<file path="config.mk">
export PLATFORM = sky130hd
export DESIGN_NAME = sc_phase_driver
export DESIGN_NICKNAME = d
export VERILOG_FILES = /design/src/rtl/sc_phase_pkg.sv /design/src/rtl/sc_phase_seq.sv /design/src/rtl/sc_gain_hold.sv /design/src/rtl/sc_switch_map.sv /design/src/rtl/sc_phase_driver.sv
export SDC_FILE = /design/constraint.sdc
export NUM_CORES = 1
export LEC_CHECK = 0
export BUFFER_PORTS_ARGS = -buffer_cell sky130_fd_sc_hd__buf_4
export CAP_MARGIN = 20
export CORE_MARGIN = 1.5
export CORE_UTILIZATION = 43
export CTS_CLUSTER_SIZE = 40
export DETAILED_ROUTE_END_ITERATION = 10
export PLACE_DENSITY_LB_ADDON = 0.12
export REMOVE_ABC_BUFFERS = 1
export SETUP_SLACK_MARGIN = 0.05
export SKIP_CTS_REPAIR_TIMING = 1
export SLEW_MARGIN = 30
export SYNTH_ARGS = -nofsm -noshare
export SYNTH_HDL_FRONTEND = slang
export SYNTH_SLANG_ARGS = --single-unit
</file>
<file path="constraint.sdc">
create_clock -name clk -period 2.8 [get_ports clk]
set_input_delay 0.42 -clock clk [delete_from_list [all_inputs] [get_ports clk]]
set_output_delay 0.42 -clock clk [all_outputs]
set_load 0.01 [all_outputs]
</file>
<file path="src/rtl/sc_phase_pkg.sv">
package sc_phase_pkg;

  localparam int NUM_SW = 9;

  typedef enum logic [1:0] {
    GR_THIRD      = 2'd0,
    GR_HALF       = 2'd1,
    GR_TWO_THIRDS = 2'd2
  } gain_t;

  typedef enum logic [1:0] {
    DRV_OFF = 2'd0,
    DRV_P1  = 2'd1,
    DRV_P2  = 2'd2
  } drive_t;

  typedef enum logic [2:0] {
    SEG_IDLE = 3'd0,
    SEG_LEAD = 3'd1,
    SEG_P1   = 3'd2,
    SEG_MID  = 3'd3,
    SEG_P2   = 3'd4
  } seg_t;

  // Illegal code 11 folds onto the one-third ratio.
  function automatic gain_t decode_sel(input logic [1:0] sel);
    case (sel)
      2'd1:    return GR_HALF;
      2'd2:    return GR_TWO_THIRDS;
      default: return GR_THIRD;
    endcase
  endfunction

  // Role of switch idx (0-based) under a given ratio.
  function automatic drive_t switch_role(input gain_t g, input int unsigned idx);
    drive_t r;
    case (idx)
      0, 5, 7: r = DRV_P1;
      2:       r = DRV_P2;
      1, 4:    r = (g == GR_THIRD) ? DRV_OFF : DRV_P1;
      3:       r = (g == GR_TWO_THIRDS) ? DRV_OFF : DRV_P1;
      6:       r = (g == GR_TWO_THIRDS) ? DRV_OFF : DRV_P2;
      8:       r = (g == GR_THIRD) ? DRV_P2 :
                   (g == GR_HALF)  ? DRV_OFF : DRV_P1;
      default: r = DRV_OFF;
    endcase
    return r;
  endfunction

endpackage

</file>
<file path="src/rtl/sc_phase_seq.sv">
module sc_phase_seq
  import sc_phase_pkg::*;
#(
  parameter int ON_CYC   = 2,
  parameter int DEAD_CYC = 1
) (
  input  logic clk,
  input  logic rst,
  input  logic gate_en,
  output logic nxt_p1,
  output logic nxt_p2,
  output logic load_gain
);

  localparam int MAX_LEN = (ON_CYC > DEAD_CYC) ? ON_CYC : DEAD_CYC;
  localparam int CNT_W   = $clog2(MAX_LEN + 1);
  localparam logic [CNT_W-1:0] ON_LAST   = CNT_W'(ON_CYC - 1);
  localparam logic [CNT_W-1:0] DEAD_LAST = CNT_W'(DEAD_CYC - 1);

  seg_t             seg_q, seg_d;
  logic [CNT_W-1:0] cnt_q, cnt_d;
  logic             seg_end;

  always_comb begin
    case (seg_q)
      SEG_P1, SEG_P2:     seg_end = (cnt_q == ON_LAST);
      SEG_LEAD, SEG_MID:  seg_end = (cnt_q == DEAD_LAST);
      default:            seg_end = 1'b1;
    endcase
  end

  always_comb begin
    seg_d = seg_q;
    cnt_d = cnt_q + 1'b1;
    if (seg_end) begin
      cnt_d = '0;
      if (!gate_en) begin
        seg_d = SEG_IDLE;
      end else begin
        case (seg_q)
          SEG_IDLE: seg_d = SEG_LEAD;
          SEG_LEAD: seg_d = SEG_P1;
          SEG_P1:   seg_d = SEG_MID;
          SEG_MID:  seg_d = SEG_P2;
          default:  seg_d = SEG_LEAD;
        endcase
      end
    end
  end

  always_ff @(posedge clk) begin
    if (rst) begin
      seg_q <= SEG_IDLE;
      cnt_q <= '0;
    end else begin
      seg_q <= seg_d;
      cnt_q <= cnt_d;
    end
  end

  assign nxt_p1    = (seg_d == SEG_P1);
  assign nxt_p2    = (seg_d == SEG_P2);
  assign load_gain = seg_end && gate_en && (seg_q == SEG_LEAD);

endmodule

</file>
<file path="src/rtl/sc_gain_hold.sv">
module sc_gain_hold
  import sc_phase_pkg::*;
(
  input  logic       clk,
  input  logic       rst,
  input  logic       load,
  input  logic [1:0] sel,
  output gain_t      gain_nxt
);

  gain_t gain_q;

  assign gain_nxt = load ? decode_sel(sel) : gain_q;

  always_ff @(posedge clk) begin
    if (rst) gain_q <= GR_THIRD;
    else     gain_q <= gain_nxt;
  end

endmodule

</file>
<file path="src/rtl/sc_switch_map.sv">
module sc_switch_map
  import sc_phase_pkg::*;
(
  input  gain_t             gain,
  input  logic              p1,
  input  logic              p2,
  output logic [NUM_SW-1:0] sw
);

  for (genvar i = 0; i < NUM_SW; i++) begin : g_sw
    drive_t role;
    assign role  = switch_role(gain, i);
    assign sw[i] = ((role == DRV_P1) && p1) || ((role == DRV_P2) && p2);
  end

endmodule

</file>
<file path="src/rtl/sc_phase_driver.sv">
module sc_phase_driver
  import sc_phase_pkg::*;
#(
  parameter int ON_CYC   = 2,
  parameter int DEAD_CYC = 1
) (
  input  logic                clk,
  input  logic                rst,
  input  logic [1:0]          gain_sel,
  input  logic                gate_en,
  output logic [NUM_SW-1:0]   sw_gate,
  output logic                phase_chg,
  output logic                phase_dis
);

  logic              nxt_p1, nxt_p2, load_gain;
  gain_t             gain_nxt;
  logic [NUM_SW-1:0] sw_d;

  sc_phase_seq #(
    .ON_CYC   (ON_CYC),
    .DEAD_CYC (DEAD_CYC)
  ) u_seq (
    .clk       (clk),
    .rst       (rst),
    .gate_en   (gate_en),
    .nxt_p1    (nxt_p1),
    .nxt_p2    (nxt_p2),
    .load_gain (load_gain)
  );

  sc_gain_hold u_gain (
    .clk      (clk),
    .rst      (rst),
    .load     (load_gain),
    .sel      (gain_sel),
    .gain_nxt (gain_nxt)
  );

  sc_switch_map u_map (
    .gain (gain_nxt),
    .p1   (nxt_p1),
    .p2   (nxt_p2),
    .sw   (sw_d)
  );

  always_ff @(posedge clk) begin
    if (rst) begin
      sw_gate   <= '0;
      phase_chg <= 1'b0;
      phase_dis <= 1'b0;
    end else begin
      sw_gate   <= sw_d;
      phase_chg <= nxt_p1;
      phase_dis <= nxt_p2;
    end
  end

endmodule

</file>
==> results.tsv, run 1 <==
stage	metric	value	unit
die	die_x	40.4	um
die	num_rows	13	
min_path	hp-class	in -> reg	
worst_setup_path	start_kind	register	
yosys	yosysWarningCount	0	
place	gp_congestion	0.725	
finish	layout.area.seq	260	sq um
die	die_h	40.4	um
pwr	switching_share	25.4	%
yosys	yosysMostFrequentCell	dfxtp_1	
yosys	synth-seq-area-share	43.2	%
cts	insertion_delay	0.26	ns
yosys	synth_flop_cell	dfxtp_1	
place	post-dp-hpwl	779	um
sta	clock_skew	0.000622	ns
routing	drc_errors	0	
routing	vias	466	
finish	multiInputGateArea	274	sq um
yosys	postSynthCellCount	65	
routing	drt_iter0_drc	8	
yosys	ys_ff_latch	13	
routing	drtAntennaViolNets	0	
run	drv_cap	0	
yosys	ys_top_cells_by_count	dfxtp_1 (13), nor2_1 (8), buf_4 (6), inv_1 (6), nor2b_1 (4)	
pwr	vdd_drop_max	0.371	mV
global_routing	grt_pass1_vias	398	
sta	setup_violations	0	
worst_setup_path	cp.required	2.94	ns
yosys	synth_top_cell_by_area	dfxtp_1	
routing	totalWireLength	950	um
global_routing	grt_max_degree	11	
pwr	combPwrFrac	18.2	%
sta	fmax	0.647	GHz
cts	clk_pin_slew_worst_paths	0.07	ns
global_routing	grt_usage	15.5	%
worst_setup_path	worst-setup-path-type	reg -> reg	
cts	clkSinkCount	13	
pwr	power_frac_seq	53.7	%
place	pre_cts_slack	1.26	ns
routing	wl_per_cell	10.2	um
cts	cts_tree	built	
sta	worst_pin_slew	0.385	ns
worst_setup_path	cp_data_arrival_time	1.69	ns
yosys	avgSynthCellArea	9.26	sq um
pwr	p_clk_share	28.1	%
finish	fillCellCount	128	
die	ios	16	
routing	vias_per_cell	5.01	
cts	cts_inserted_buffers	3	
worst_setup_path	critPathMaxFanout	5	
global_routing	overflow	0	
place	port_buffers	15	
global_routing	antenna_found_initial	0	
sta	rsz0062_at_grt	no	
die	core	1300	sq um
sta	final.setup.tns	0	ns
yosys	syn_area	602	sq um
finish	nNetsFinal	86	
finish	drive_gt1_share	24.4	%
sta	slew_violations	0	
sta	hold_viol_final	0	
sta	fin_crit_sh	55.2	%
cts	h-tree-depth	1	
global_routing	grt_pass1_wl	1620	um
routing	drt_pre_antenna_iters	4	
finish	antenna_cells	0	
pwr	p_int	0.287	mW
run_status	status	finished clean	
die	initial_utilization	46.2	%
yosys	synth.distinct_cells	28	
yosys	synthArstFlopShare	0	%
cts	cts.path.max_buffers	2	
worst_setup_path	worst_setup_path_end_kind	register	
pwr	switching_power	0.0973	mW
pwr	power.density	537	nW/um^2
sta	worst_slack	1.25	ns
sta	relSlewSlack	74.3	%
cts	root_buffer	clkbuf_4	
pwr	p_leak	0.331	nW
die	die-area	1630	sq um
yosys	ys_top_cells_by_area	dfxtp_1 (43%), buf_4 (7.5%), nor2_1 (5.0%)	
sta	post-route-min-period	1.55	ns
finish	syn_to_final_growth	18.7	%
yosys	synth_edf_count	0	
yosys	synth_top_area_share	43.2	%
[power groups by stage]
stage               clock network [mW]  registers (mW)  logic (mW)
finish                           0.108           0.206      0.0700
global route                     0.123           0.208      0.0808
CTS                              0.115           0.206      0.0709
detailed placement                   0           0.210      0.0705
global placement                     0           0.210      0.0705
floorplan                            0           0.212      0.0419
[registers in the layout, indices dropped and copies added (netlist names)]
name	count
sw_gate	6
u_seq.seg_q	3
u_gain.gain_q	2
u_seq.cnt_q	2
[worst max-delay path: stages (launching register included)]
cell	delay, ns
dfxtp_1	0.33
inv_1	0.06
ha_1	0.22
nand4b_1	0.19
o21ai_0	0.25
a21boi_1	0.27
o22ai_2	0.11
[stage by stage]
| stage | area [sq um] | utilization [%] | cells | total power [mW] | hold slack (ns) |
|---|---|---|---|---|---|
| final | 714 | 54.9 | 93 | 0.384 | 0.360 |
| after global routing | 714 | 54.9 | 93 | 0.412 | 0.372 |
| after CTS | 714 | 54.9 | 93 | 0.392 | 0.352 |
| after detailed placement | 688 | 52.9 | 89 | 0.281 | 0.458 |
| after global placement | 688 | 52.9 | 89 | 0.281 | 0.456 |
| after floorplan | 557 | - | 59 | 0.254 | 0.427 |
[path summary, 6_finish.rpt]
kind / endpoint / start / slack (ns) / cells past startpoint
worst min-delay path: u_gain.gain_q[0]$_SDFF_PP0_ / rst / 0.36 / 2
worst max register to register: sw_gate[8]$_SDFF_PP0_ / u_seq.cnt_q[0]$_SDFF_PP0_ / 1.25 / 6
worst min register to register: u_seq.cnt_q[0]$_SDFF_PP0_ / u_seq.cnt_q[0]$_SDFF_PP0_ / 0.46 / 1
worst max-delay path: sw_gate[8]$_SDFF_PP0_ / u_seq.cnt_q[0]$_SDFF_PP0_ / 1.25 / 6
[logic make-up after synthesis]
kind of cell | after synthesis | synth area share [%]
xor gates and xnor gates | 1 | 1.46
AOI/OAI and AO/OA | 12 | 16.4
muxes | 1 | 1.66
and+or+nand+nor | 24 | 21.8
adders and majority gates | 2 | 4.16
DFF | 13 | 43.2
buffers and inverters | 12 | 11.2
[cell usage in the layout, fill, tap and decap left out, types with 2 or more instances in the layout]
master / netlist / final
buf_4: 6 / 15
dfxtp_1: 13 / 13
nor2_1: 8 / 8
inv_1: 6 / 6
nor2b_1: 4 / 4
clkbuf_4: 0 / 3
nand2_1: 2 / 2
nand2b_1: 2 / 2
or2_1: 2 / 2
o21ai_0: 2 / 2
ha_1: 2 / 2
[layout make-up]
class	instances	area share, %
tap	15	2.63
timing repair buffer	15	15.8
sequential	13	36.4
inverter	6	3.15
multi-input combinational	40	38.4
clock buffer	4	3.68
[metal layers]
layer	share of wire, %	wire length, um	global-route usage, %	vias to the layer above
li1	-	-	-	244
met2	47	451	23.0	16
met4	1.1	10	5.00	0
met5	0	0	0	-
met1	43	404	19.0	204
met3	8.8	84	8.33	2
(Power assumes the default switching activity.)
==> inputs of run 2 (changes only) <==
clock period = 1.5 ns   (was 2.8 ns; I/O delays follow)
==> run 2 against run 1 <==
Combinational power grew to 2.5 times the previous value. Utilization grew 5.7 points. Total power is 100% higher. Routed wire length is 19% higher. Largest cell class unchanged. Count of clock-buffer cells in the layout unchanged. Critical path type unchanged. Die area stayed put. Sequential power grew 89%. Worst setup slack got worse by 1.2 ns. Fmax is 11% higher. Non-clock buffer count grew 2. Via count shrank 1.1%.
==> results.tsv, run 2 (synthesis gave the netlist of run 1 again) <==
stage	metric	value	unit
worst_setup_path	rrSetupSlack	0.10	ns
finish	nNetsFinal	88	
worst_setup_path	cp-startpoint	u_seq.seg_q[0]$_SDFF_PP0_	
finish	top_register	sw_gate	
sta	clock_skew	0.00197	ns
finish	syn_to_final_growth	31.0	%
routing	vias	461	
global_routing	grt_pass1_wl	1680	um
routing	drt_pre_antenna_iters	4	
worst_setup_path	critPathMaxFanout	8	
die	die-area	1630	sq um
die	die_h	40.4	um
worst_setup_path	r2r_end	sw_gate[8]$_SDFF_PP0_	
global_routing	overflow	0	
routing	drt_iter0_drc	4	
die	initial_utilization	46.2	%
finish	final_cell_mix	buf_4 (17), dfxtp_1 (11), nor2_1 (8), inv_1 (4)	
run_status	status	finished clean	
routing	wl_met3	60	um
routing	vias_per_cell	4.85	
place	gp_congestion	0.713	
die	die_x	40.4	um
sta	relSlewSlack	76.0	%
sta	fin_crit_sh	93.3	%
worst_setup_path	start_kind	register	
sta	slew_violations	0	
run	drv_cap	0	
die	core	1300	sq um
worst_setup_path	r2r_start	u_seq.seg_q[0]$_SDFF_PP0_	
pwr	switching_share	28.0	%
sta	fmax	0.715	GHz
cts	insertion_delay	0.27	ns
pwr	power	0.782	mW
cts	clkSinkCount	13	
routing	totalWireLength	1130	um
sta	post-route-min-period	1.40	ns
sta	setup_violations	0	
finish	drive_gt1_share	42.5	%
global_routing	grt_max_degree	11	
sta	worst_pin_slew	0.360	ns
finish	fin_area	788	sq um
place	port_buffers	15	
finish	antenna_cells	0	
min_path	hold_path_depth	2	
routing	wl_per_cell	11.9	um
pwr	p_leak	0.350	nW
pwr	switching_power	0.219	mW
pwr	p_int	0.563	mW
cts	h-tree-depth	1	
pwr	power_frac_seq	49.8	%
worst_setup_path	cp_data_arrival_time	1.60	ns
cts	cts.path.max_buffers	2	
cts	cts_tree	built	
cts	cts_inserted_buffers	3	
die	num_rows	13	
cts	clk_pin_slew_worst_paths	0.08	ns
finish	final_common_cell	buf_4	
sta	rsz0062_at_grt	yes	
routing	drtAntennaViolNets	0	
sta	hold_viol_final	0	
pwr	power.density	991	nW/um^2
routing	wl_met1	536	um
worst_setup_path	worst-setup-path-type	reg -> reg	
worst_setup_path	cp.required	1.70	ns
global_routing	grt_pass1_vias	394	
worst_setup_path	ff2ff_path_depth	4	
place	place_area	696	sq um
pwr	vdd_drop_max	0.644	mV
cts	root_buffer	clkbuf_4	
worst_setup_path	worst_setup_path_end_kind	register	
die	ios	16	
global_routing	antenna_found_initial	0	
pwr	combPwrFrac	22.7	%
finish	largest_reg_flops	6	
pwr	p_clk_share	27.5	%
place	post-dp-hpwl	785	um
min_path	hp-class	in -> reg	
routing	highest_layer	met4	
routing	routed-wl-met2	523	um
finish	reg_top3	sw_gate x6, u_seq.seg_q x3	
routing	drc_errors	0	
worst_setup_path	crit_end	sw_gate[8]$_SDFF_PP0_	
global_routing	grt_usage	16.1	%
==> run 2: worst min-delay path by stage <==
stage / from / end
3_3_place_gp: rst / u_seq.seg_q[0]$_SDFF_PP0_
2_1_floorplan: rst / u_gain.gain_q[0]$_SDFF_PP0_
3_5_place_dp: rst / u_gain.gain_q[0]$_SDFF_PP0_
6_report: rst / u_seq.cnt_q[0]$_SDFF_PP0_
4_1_cts: rst / u_gain.gain_q[0]$_SDFF_PP0_
5_1_grt: rst / u_gain.gain_q[0]$_SDFF_PP0_
==> run 2: routing by layer <==
layer / track usage [%] / vias up
met5: 0 / -
met4: 5.00 / 0
met3: 6.67 / 2
met2: 21.4 / 12
met1: 23.1 / 199
li1: - / 248
==> run 2: power by group through the flow <==
stage	combinational, mW	sequential, mW	clock, mW
finish	0.178	0.389	0.215
global route	0.196	0.394	0.234
CTS	0.141	0.385	0.221
detailed placement	0.140	0.393	0
global placement	0.140	0.393	0
floorplan	0.0782	0.396	0
==> run 2: worst max-delay path: stages (launching register included) <==
cell and delay (ns):
dfxtp_2 0.41, nor2b_2 0.27, a41oi_1 0.20, or2_4 0.32, o22ai_2 0.13
==> run 2: area by class of cell <==
type	instances	area, sq um
repair buffers	17	128
flip-flops and latches	13	263
clock buffers	4	26.3
well taps	15	18.8
inverters	6	22.5
multi-input cells	40	330
fillers	129	513
==> run 2: stage by stage <==
step	cells	setup WS (ns)	setup TNS [ns]	hold slack, ns	util [%]
3_3_place_gp	90	-0.0467	-0.0656	0.443	53.5
6_report	95	0.101	0	0.169	60.6
4_1_cts	94	-0.0332	-0.0622	0.159	55.5
5_1_grt	95	0.00743	0	0.168	60.6
3_5_place_dp	90	-0.00277	-0.00277	0.450	53.5
2_1_floorplan	59	0.0961	0	0.297	-
==> inputs of run 3 (changes only) <==
REMOVE_ABC_BUFFERS = unset   (was 1)
==> run 3 against run 2 <==
Sequential cell count unchanged. Total power up 0.71%. Count of clock-buffer cells in the layout unchanged. Die area unchanged. First-iteration DRC count rose to 3.0 times the previous value. Sequential power up 1%. Sequential share of layout area down 0.72 points. Worst setup slack worse by 0.044 ns. Fmax down 3.0%. Final cell count unchanged. Global-route usage down 0.59 points. Register-to-register slack worse by 0.04 ns. Critical endpoint is now sw_gate[4]$_SDFF_PP0_. Largest power group unchanged.
==> results.tsv, run 3 (synthesis gave the netlist of run 1 again) <==
stage	metric	value	unit
run_status	status	finished clean	
sta	hold_viol_final	0	
worst_setup_path	crit_chain	inv_2, ha_2, or2_1, o221ai_2, o2111ai_4, nor2b_2	
cts	root_buffer	clkbuf_4	
cts	insertion_delay	0.28	ns
global_routing	use_met3	5.00	%
finish	fin_area	810	sq um
global_routing	grt_usage	15.5	%
cts	h-tree-depth	1	
pwr	switching_share	29.5	%
die	die-area	1630	sq um
finish	syn_to_final_growth	34.5	%
global_routing	antenna_found_initial	0	
global_routing	grt_max_degree	11	
global_routing	use_met1	20.3	%
pwr	p_int	0.555	mW
cts	clkSinkCount	13	
worst_setup_path	crit_buf_inv	1	
worst_setup_path	cp_data_arrival_time	1.66	ns
yosys	syn_nets	72	
worst_setup_path	worst-setup-path-type	reg -> reg	
routing	totalWireLength	1240	um
sta	fin_crit_sh	96.2	%
sta	clock_skew	0.000260	ns
place	port_buffers	15	
global_routing	overflow	0	
global_routing	met2_usage	22.6	%
worst_setup_path	cp.required	1.72	ns
global_routing	grt_pass1_wl	1640	um
routing	drc_errors	0	
min_path	hp-class	in -> reg	
finish	reg_top3	sw_gate x6, u_seq.seg_q x3	
routing	drt_iter0_drc	12	
die	die_h	40.4	um
pwr	p_leak	0.350	nW
finish	layout.area.seq	264	sq um
pwr	vdd_drop_max	0.592	mV
worst_setup_path	crit_family	compound AO/OA/AOI/OAI gates	
worst_setup_path	start_kind	register	
routing	vias_per_cell	5.37	
routing	drtAntennaViolNets	0	
routing	wl_per_cell	13.1	um
pwr	power.density	972	nW/um^2
run	drv_cap	0	
global_routing	busiest_layer	met2	
finish	antenna_cells	0	
worst_setup_path	worst_setup_path_end_kind	register	
finish	nNetsFinal	88	
die	initial_utilization	46.2	%
finish	drive_gt1_share	46.3	%
finish	fillCellCount	119	
worst_setup_path	cpMaxStageDelayCell	dfxtp_1	
sta	fmax	0.693	GHz
pwr	power_frac_seq	50.1	%
cts	clk_pin_slew_worst_paths	0.08	ns
sta	timing.hold.ws	0.152	ns
die	ios	16	
sta	rsz0062_at_grt	yes	
place	gp_congestion	0.773	
worst_setup_path	max_stage_delay	0.32	ns
finish	final_common_cell	buf_4	
die	num_rows	13	
cts	cts_tree	built	
finish	top_register	sw_gate	
sta	worst_pin_slew	0.328	ns
routing	drt_pre_antenna_iters	4	
finish	largest_reg_flops	6	
sta	relSlewSlack	78.1	%
die	die_x	40.4	um
sta	slew_violations	0	
finish	final_cell_mix	buf_4 (17), dfxtp_1 (10), nor2_1 (8), inv_1 (4)	
worst_setup_path	critPathMaxFanout	4	
pwr	combPwrFrac	22.0	%
pwr	switching_power	0.232	mW
routing	vias	510	
place	place_area	688	sq um
sta	post-route-min-period	1.44	ns
place	post-dp-hpwl	783	um
sta	final.setup.tns	0	ns
sta	setup_violations	0	
die	core	1300	sq um
cts	cts.path.max_buffers	2	
finish	multiInputGateArea	350	sq um
pwr	p_clk_share	27.9	%
global_routing	grt_pass1_vias	410	
cts	cts_inserted_buffers	3	
run 3: cell counts in the layout (fill, tap and decap cells not counted):
Identical to the previous run, type by type.
run 3: layout make-up:
| type | instances | area share (%) |
|---|---|---|
| well taps | 15 | 2.32 |
| repair buffers | 17 | 15.8 |
| inverters | 6 | 2.78 |
| flip-flops and latches | 13 | 32.6 |
| clock buffers | 4 | 3.25 |
| multi-input cells | 40 | 43.3 |
run 3: final timing paths:
kind | start | to | slack [ns] | cells after the start
setup / recovery | u_seq.cnt_q[1]$_SDFF_PP0_ | sw_gate[4]$_SDFF_PP0_ | 0.06 | 6
hold / removal | rst | u_seq.seg_q[0]$_SDFF_PP0_ | 0.15 | 2
setup reg to reg | u_seq.cnt_q[1]$_SDFF_PP0_ | sw_gate[4]$_SDFF_PP0_ | 0.06 | 6
hold reg to reg | u_seq.cnt_q[0]$_SDFF_PP0_ | u_seq.cnt_q[0]$_SDFF_PP0_ | 0.44 | 1
run 3: power by group through the flow:
stage / registers, mW / clock network (mW) / logic [mW]
floorplan: 0.386 / 0 / 0.104
finish: 0.394 / 0.220 / 0.173
detailed placement: 0.394 / 0 / 0.132
global route: 0.398 / 0.225 / 0.189
CTS: 0.385 / 0.220 / 0.133
global placement: 0.393 / 0 / 0.132
run 3: metal layers:
metal | wire (um) | share of wire, %
met5 | 0 | 0
met2 | 572 | 46
met4 | 27 | 2.2
met3 | 98 | 7.9
met1 | 542 | 44
run 3: metrics by stage:
| stage | power [mW] | instances | setup WS, ns | util (%) |
|---|---|---|---|---|
| finish | 0.787 | 95 | 0.0574 | 62.2 |
| global route | 0.812 | 95 | -0.00228 | 62.2 |
| CTS | 0.738 | 93 | -0.0884 | 54.9 |
| detailed placement | 0.526 | 89 | -0.0588 | 52.9 |
| global placement | 0.525 | 89 | -0.0706 | 52.9 |
| floorplan | 0.490 | 65 | 0.0961 | - |
